<file path="src/rtl/rx_class_sched.sv">
module rx_class_sched #(
  parameter int DEPTH = 8,
  parameter int LEN_W = 10
) (
  input  logic              clk,
  input  logic              rst_n,
  input  logic              wr_valid,
  input  logic [1:0]        wr_class,
  input  logic [LEN_W-1:0]  wr_len,
  input  logic [135:0]      wr_desc,
  output logic              full_p,
  output logic              full_np,
  output logic              full_cpl,
  output logic              dsc_req,
  output logic [1:0]        dsc_class,
  output logic [7:0]        dsc_hi,
  output logic [63:0]       dsc_mid,
  output logic [63:0]       dsc_lo,
  output logic              dsc_more,
  input  logic              dsc_ack,
  input  logic              dsc_drop,
  input  logic              dsc_again,
  input  logic              np_hold,
  input  logic              pl_stall,
  output logic              pl_valid,
  output logic [63:0]       pl_data,
  output logic [7:0]        pl_be,
  input  logic [63:0]       src_data,
  output logic              src_pop,
  output logic              cr_valid,
  output logic [1:0]        cr_class,
  output logic [LEN_W-2:0]  cr_data
);
  localparam int AW = (DEPTH > 1) ? $clog2(DEPTH) : 1;
  localparam int CW = $clog2(DEPTH + 1);
  localparam logic [1:0] C_P = 2'd0, C_NP = 2'd1, C_CPL = 2'd2;

  typedef enum logic [1:0] {S_IDLE, S_REQ, S_DATA} st_t;

  logic [135:0]     q_desc [4][DEPTH];
  logic [LEN_W-1:0] q_len  [4][DEPTH];
  logic [AW-1:0]    wp [4];
  logic [AW-1:0]    rp [4];
  logic [CW-1:0]    cnt [4];
  logic [3:0]       push, pop, nz;

  st_t              st;
  logic [1:0]       cur, last;
  logic             boost, odd;
  logic [LEN_W-1:0] beats;

  logic [135:0]     hd_desc;
  logic [LEN_W-1:0] hd_len;
  logic             pick_any;
  logic [1:0]       pick_cls, pick_ord, o2;

  function automatic logic [1:0] ord2cls(input logic [1:0] o);
    case (o)
      2'd0:    return C_P;
      2'd1:    return C_CPL;
      default: return C_NP;
    endcase
  endfunction

  always_comb begin
    for (int c = 0; c < 4; c++) begin
      push[c] = (c < 3) && wr_valid && (wr_class == 2'(c)) && (cnt[c] != CW'(DEPTH));
      pop[c]  = (st == S_REQ) && (dsc_ack || dsc_drop) && (cur == 2'(c));
      nz[c]   = (cnt[c] != '0);
    end
  end

  assign full_p   = (cnt[0] == CW'(DEPTH));
  assign full_np  = (cnt[1] == CW'(DEPTH));
  assign full_cpl = (cnt[2] == CW'(DEPTH));

  always_ff @(posedge clk) begin
    for (int c = 0; c < 4; c++)
      if (push[c]) begin
        q_desc[c][wp[c]] <= wr_desc;
        q_len[c][wp[c]]  <= wr_len;
      end
  end

  always_ff @(posedge clk) begin
    for (int c = 0; c < 4; c++) begin
      if (!rst_n) begin
        wp[c]  <= '0;
        rp[c]  <= '0;
        cnt[c] <= '0;
      end else begin
        if (push[c]) wp[c] <= (wp[c] == AW'(DEPTH - 1)) ? '0 : wp[c] + 1'b1;
        if (pop[c])  rp[c] <= (rp[c] == AW'(DEPTH - 1)) ? '0 : rp[c] + 1'b1;
        case ({push[c], pop[c]})
          2'b10:   cnt[c] <= cnt[c] + 1'b1;
          2'b01:   cnt[c] <= cnt[c] - 1'b1;
          default: cnt[c] <= cnt[c];
        endcase
      end
    end
  end

  assign hd_desc = q_desc[cur][rp[cur]];
  assign hd_len  = q_len[cur][rp[cur]];

  always_comb begin
    pick_any = 1'b0;
    pick_cls = C_P;
    pick_ord = last;
    o2       = 2'd0;
    if (!np_hold && boost && nz[C_NP]) begin
      pick_any = 1'b1;
      pick_cls = C_NP;
      pick_ord = 2'd2;
    end else begin
      for (int k = 1; k < 4; k++) begin
        o2 = 2'((int'(last) + k) % 3);
        if (!pick_any && nz[ord2cls(o2)] && !(ord2cls(o2) == C_NP && np_hold)) begin
          pick_any = 1'b1;
          pick_cls = ord2cls(o2);
          pick_ord = o2;
        end
      end
    end
  end

  always_ff @(posedge clk) begin
    if (!rst_n) begin
      st       <= S_IDLE;
      cur      <= C_P;
      last     <= 2'd2;
      boost    <= 1'b0;
      odd      <= 1'b0;
      beats    <= '0;
      cr_valid <= 1'b0;
      cr_class <= C_P;
      cr_data  <= '0;
    end else begin
      cr_valid <= 1'b0;
      if (np_hold && nz[C_NP]) boost <= 1'b1;
      else if (!nz[C_NP])      boost <= 1'b0;
      case (st)
        S_IDLE: if (pick_any) begin
          st   <= S_REQ;
          cur  <= pick_cls;
          last <= pick_ord;
        end
        S_REQ: begin
          if (dsc_ack || dsc_drop) begin
            cr_valid <= 1'b1;
            cr_class <= cur;
            cr_data  <= {1'b0, hd_len[LEN_W-1:2]} + (LEN_W-1)'(|hd_len[1:0]);
            if (dsc_ack && hd_len != '0) begin
              st    <= S_DATA;
              beats <= {1'b0, hd_len[LEN_W-1:1]} + LEN_W'(hd_len[0]);
              odd   <= hd_len[0];
            end else begin
              st <= S_IDLE;
            end
          end else if (dsc_again) begin
            st <= S_IDLE;
          end
        end
        S_DATA: if (!pl_stall) begin
          beats <= beats - 1'b1;
          if (beats == LEN_W'(1)) st <= S_IDLE;
        end
        default: st <= S_IDLE;
      endcase
    end
  end

  assign dsc_req   = (st == S_REQ);
  assign dsc_class = cur;
  assign dsc_hi    = hd_desc[135:128];
  assign dsc_mid   = hd_desc[127:64];
  assign dsc_lo    = hd_desc[63:0];
  assign dsc_more  = (hd_len != '0);
  assign pl_valid  = (st == S_DATA) && !pl_stall;
  assign pl_data   = src_data;
  assign pl_be     = (beats == LEN_W'(1) && odd) ? 8'h0F : 8'hFF;
  assign src_pop   = pl_valid;

  p_hold_stable_r2: assert property (@(posedge clk) disable iff (!rst_n)
    (dsc_req && !dsc_ack && !dsc_drop && !dsc_again) |=>
      (dsc_req && $stable({dsc_hi, dsc_mid, dsc_lo}) && $stable(dsc_class)));

  p_credit_after_r4: assert property (@(posedge clk) disable iff (!rst_n)
    cr_valid |-> $past(dsc_req && (dsc_ack || dsc_drop)));

  p_credit_pulse_r4: assert property (@(posedge clk) disable iff (!rst_n)
    cr_valid |=> !cr_valid || $past(dsc_req && (dsc_ack || dsc_drop)));

  p_no_np_in_hold_r6: assert property (@(posedge clk) disable iff (!rst_n)
    ($rose(dsc_req) && dsc_class == C_NP) |-> !$past(np_hold));

  p_full_drop_r9: assert property (@(posedge clk) disable iff (!rst_n)
    (full_p && wr_valid && wr_class == C_P && !(dsc_req && dsc_class == C_P && (dsc_ack || dsc_drop)))
      |=> full_p);

  p_single_out_r11: assert property (@(posedge clk) disable iff (!rst_n)
    pl_valid |-> !dsc_req);

  p_retry_nocredit_r5: assert property (@(posedge clk) disable iff (!rst_n)
    (dsc_req && dsc_again && !dsc_ack && !dsc_drop) |=> (!cr_valid && !dsc_req));
endmodule

</file>
<file path="config.mk">
export PLATFORM = sky130hd
export DESIGN_NAME = rx_class_sched
export DESIGN_NICKNAME = d
export VERILOG_FILES = /design/src/rtl/rx_class_sched.sv
export SDC_FILE = /design/constraint.sdc
export NUM_CORES = 2
export LEC_CHECK = 0
export ABC_AREA = 1
export CORE_ASPECT_RATIO = 1.75
export CORE_MARGIN = 2
export CORE_UTILIZATION = 50
export DETAILED_ROUTE_END_ITERATION = 6
export DONT_BUFFER_PORTS = 1
export MAX_ROUTING_LAYER = met4
export SETUP_SLACK_MARGIN = 0.1
export SYNTH_ARGS = -nofsm -noshare
export SYNTH_HDL_FRONTEND = slang
export SYNTH_MEMORY_MAX_BITS = 65536
export SYNTH_SLANG_ARGS = --single-unit
</file>
<file path="constraint.sdc">
create_clock -name clk -period 11.2 [get_ports clk]
set_input_delay 1.12 -clock clk [delete_from_list [all_inputs] [get_ports clk]]
set_output_delay 1.12 -clock clk [all_outputs]
set_load 0.03 [all_outputs]
</file>
==> impl_metrics.json, run 1 <==
{
  "status": "stopped before the end",
  "stop_stage": "5_2_route",
  "error_message": "[ERROR DRT-0255] Maze Route cannot find path of net src_data[35] in worker of routeBox ( 386400 579600 ) ( 407275 627900 ).",
  "post-cts-setup-buffers": 0,
  "yosys.area_share.simple": 0.130,
  "synth.avg_cell_area_sq_um": 13.1,
  "syn_area_sq_um": 142000,
  "synth.top_cell.area_share": 0.747,
  "fp.dieW_um": 407,
  "antenna_found_initial": 2,
  "synthMuxAreaShare": 0,
  "cts_root_buf": "clkbuf_16",
  "synthXorXnorAreaFrac": 0.000923,
  "first_global_vias": 88635,
  "ys_ff_latch": 3573,
  "ctsHoldBuffers": 0,
  "grt_pass1_wl_mm": 587,
  "synth_top_family_by_area": "simple AND/OR/NAND/NOR gates",
  "portBuffers": 0,
  "dpl_cell_area_sq_um": 145000,
  "cts.htree.levels": 5,
  "synth_fa_ha_area_frac": 0.00348,
  "grt_usage": 0.280,
  "synth_warnings": 0,
  "clock_sinks": 3573,
  "seq_area_frac_synth": 0.752,
  "fp-row-count": 259,
  "grt_max_degree": 224,
  "cts.path.max_buffers": 4,
  "synthDistinctLibCells": 38,
  "routabilityCongestion": 0.792,
  "overflow": 0,
  "die-height_um": 710,
  "synth_largest_area_cell": "edfxtp_1",
  "dp_hpwl_mm": 198,
  "numCtsBuffers": 326,
  "syn_inst": 10872,
  "ys_top_cells_by_area": "edfxtp_1, nor2_1, o311ai_0",
  "pin_count": 449,
  "initial_core_util": 0.501,
  "synth_compound_area_frac": 0.0834,
  "cts-resized-gates": 0
}
-- per-stage QoR --
| step | hold WS, ns | worst slack, ns | util | cells |
|---|---|---|---|---|
| 2_1_floorplan | 0.423 | 2.42 | - | 10875 |
| 3_5_place_dp | 0.448 | 4.36 | 0.512 | 14015 |
| 4_1_cts | 0.218 | 3.41 | 0.548 | 14601 |
| 5_1_grt | 0.260 | 3.02 | 0.548 | 14602 |
| 3_3_place_gp | 0.442 | 4.35 | 0.512 | 14015 |
-- layer usage --
metal and global-route usage:
met1 0.348, met2 0.476, met3 0.0477, met4 0.0768, met5 -
-- synth_stat cells, drive strengths merged --
library cell and number:
edfxtp 3541, nor2 2267, nand2 1639, o311ai 796
nand3 701, buf 414, clkbuf 411, o21ai 375
a211oi 154, a31oi 137, inv 110, a21oi 95
o22ai 80, or2 46, ha 38, dfxtp 32
xor2 10, nor3 6, xnor2 5, o211ai 4
nand3b 3, clkinv 2, nand4 2, nor4 2
conb 1, fa 1
-- cells by family after synthesis --
group	after synthesis
and+or+nand+nor	4666
DFF	3573
AOI/OAI and AO/OA	1641
buffers and inverters	937
adders and majority gates	39
xor gates and xnor gates	15
other	1
==> inputs of run 2 (changes only) <==
CORE_ASPECT_RATIO = unset   (was 1.75)
CORE_UTILIZATION = 35   (was 50)
MAX_ROUTING_LAYER = unset   (was met4)
PLACE_DENSITY_LB_ADDON = 0.15   (was unset)
SETUP_SLACK_MARGIN = unset   (was 0.1)
==> impl_metrics.json, run 2 <==
{
  "status": "finished clean",
  "path_max_fanout": 74,
  "grt_max_degree": 207,
  "finalSetupViolCount": 0,
  "dp_hpwl_mm": 212,
  "critPathMaxStageDelay_ns": 1.03,
  "seq_area_frac_synth": 0.752,
  "holdCritPathClass": "in2reg",
  "hold_depth": 0,
  "drive_gt1_frac": 0.0742,
  "pin_count": 449,
  "r2r-end": "beats[6]",
  "rr_worst_depth": 16,
  "most-common-layout-cells": "edfxtp_1, nor2_1, nand2_1",
  "fin_crit_sh": 0.690,
  "final_common_cell": "edfxtp_1",
  "fp-row-count": 234,
  "cp-start-kind": "register",
  "syn_inst": 10872,
  "area_growth_pct": 12.6,
  "worst-path-buf-inv": 3,
  "critPathKind": "reg2out",
  "synth_warnings": 0,
  "core_area_sq_um": 406000,
  "finalSetupTns_ns": 0,
  "highest_layer": "met4",
  "leakage_nw": 51.3,
  "final_util": 0.395,
  "cts.htree.levels": 5,
  "fp.dieW_um": 642,
  "die-height_um": 642,
  "fmax_mhz": 129,
  "hold_violations": 0,
  "cts_root_buf": "clkbuf_16",
  "routabilityCongestion": 0.754,
  "ys_ff_latch": 3573,
  "clock_sinks": 3573,
  "grt_pass1_wl_mm": 634,
  "numCtsBuffers": 394,
  "overflow": 0,
  "vias": 89215,
  "cts_tree": "yes",
  "fin_skew_ns": 0.0800,
  "synth_fa_ha_area_frac": 0.00348,
  "ys_top_cells_by_area": "edfxtp_1, nor2_1, o311ai_0",
  "power_per_cell_area_nw_per_um2": 254,
  "initial_core_util": 0.351,
  "first_global_vias": 86943,
  "portBuffers": 0,
  "synth_common_cells": "edfxtp_1, nor2_1, nand2_1, o311ai_0, nand3_1",
  "drv_cap": 0,
  "ir_worst_vdd_v": 0.000239,
  "num-nets-final": 10910,
  "regArea_sq_um": 107000,
  "syn_area_sq_um": 142000,
  "crit_slowest_cell": "clkinv_2",
  "multi_input_area_sq_um": 31400,
  "arrival_ns": 6.61,
  "ctsHoldBuffers": 0,
  "clk_pin_slew_ns": 0.07,
  "synth_edf_count": 3541,
  "worst_path_most_repeated_cell": "buf_4",
  "cts.path.max_buffers": 4,
  "synth_top_flop_cell": "edfxtp_1",
  "synthDistinctLibCells": 38,
  "hp-start": "wr_desc[76]",
  "drc": 0,
  "hold_ws_ns": 0.222,
  "wire_per_inst_um": 27.0,
  "wl_met1_mm": 194,
  "critPathTopFamily": "buffers and inverters",
  "dp_slack_ns": 4.53,
  "async_reset_ff_frac": 0,
  "met3_wirelength_mm": 27.5,
  "fin_crit_ns": 7.73,
  "tightest_slew_ns": 1.43,
  "synth.top_cell.area_share": 0.747,
  "post-cts-setup-buffers": 0,
  "relSlewSlack": 0.0391,
  "cts-resized-gates": 0,
  "finalWorstSetupSlack_ns": 3.47,
  "nFillCells": 37563,
  "min_to": "q_desc[1][76]",
  "synth_top_family_by_area": "simple AND/OR/NAND/NOR gates",
  "synth_compound_area_frac": 0.0834,
  "synth.avg_cell_area_sq_um": 13.1,
  "cp-end-kind": "output port",
  "die_area_sq_um": 412000,
  "antenna_found_initial": 7,
  "synthMuxAreaShare": 0,
  "path_cells": "clkinv_2 -> nor2_1 -> nand2_1 -> nand2_8 -> buf_4 -> buf_4 -> o21ai_0 -> o22ai_1 -> a211oi_1 -> a31oi_1",
  "vias_per_cell": 5.44,
  "r2r_slack_ns": 4.82,
  "rsz0062_at_grt": "false",
  "firstDrtPassIters": 6,
  "ant_nets": 0,
  "routed_wirelength_mm": 443,
  "synthXorXnorAreaFrac": 0.000923,
  "drt_iter0_drc": 8874,
  "route.met2.wl_mm": 211,
  "clkLatencyLatePin_ns": 0.99,
  "largest_register_ffs": 3264,
  "grt_usage": 0.210,
  "synth_largest_area_cell": "edfxtp_1",
  "slew_violations": 0,
  "yosys.area_share.simple": 0.130,
  "p_total_mw": 40.7,
  "cp.required_ns": 10.08,
  "synth_most_common_cell": "edfxtp_1"
}
-- run 2: cell counts after synthesis --
No cell type changed its count.
-- run 2: how the worst max path moves through the flow --
| stage | end | depth (start not counted) | slack (ns) |
|---|---|---|---|
| 6_report | dsc_mid[2] | 10 | 3.47 |
| 5_1_grt | dsc_mid[2] | 10 | 3.08 |
| 4_1_cts | dsc_mid[2] | 10 | 3.43 |
| 3_5_place_dp | dsc_mid[2] | 10 | 4.53 |
| 3_3_place_gp | dsc_lo[45] | 10 | 4.45 |
| 2_1_floorplan | q_desc[2][1000] | 5 | 2.42 |
-- run 2: layout make-up --
type                    instances  share of cell area
well taps                    5428              0.0424
clock buffers                 490              0.0645
inverters                     112             0.00273
repair buffers                205              0.0126
multi-input cells            6365               0.196
clock inverters               232              0.0139
flip-flops and latches       3573               0.668
diodes                          4           0.0000625
-- run 2: where the power goes --
group | internal, mW | switching, mW
clock network | 7.26 | 5.42
registers | 14.9 | 0.146
logic | 3.12 | 9.90
-- run 2: cell families (layout without fill, tap and decap cells) --
logic type | after synthesis | in the layout
buffers and inverters | 937 | 1039
other | 1 | 8
flip-flops | 3573 | 3573
XOR/XNOR | 15 | 15
AND/OR/NAND/NOR | 4666 | 4666
AO/OA/AOI/OAI | 1641 | 1641
adder cells (fa/ha/maj) | 39 | 39
-- run 2: metrics by stage --
step | instance area [sq um] | cells
2_1_floorplan | 142000 | 10875
3_5_place_dp | 148000 | 15683
3_3_place_gp | 148000 | 15683
6_report | 160000 | 16409
4_1_cts | 160000 | 16405
5_1_grt | 160000 | 16406
-- run 2: per-layer routing --
layer	vias up	global-route usage
met5	-	0
met4	0	0.0483
met3	614	0.0327
met2	2754	0.351
met1	46043	0.286
li1	39804	-
Note: power is estimated with default switching activity, not from simulation.
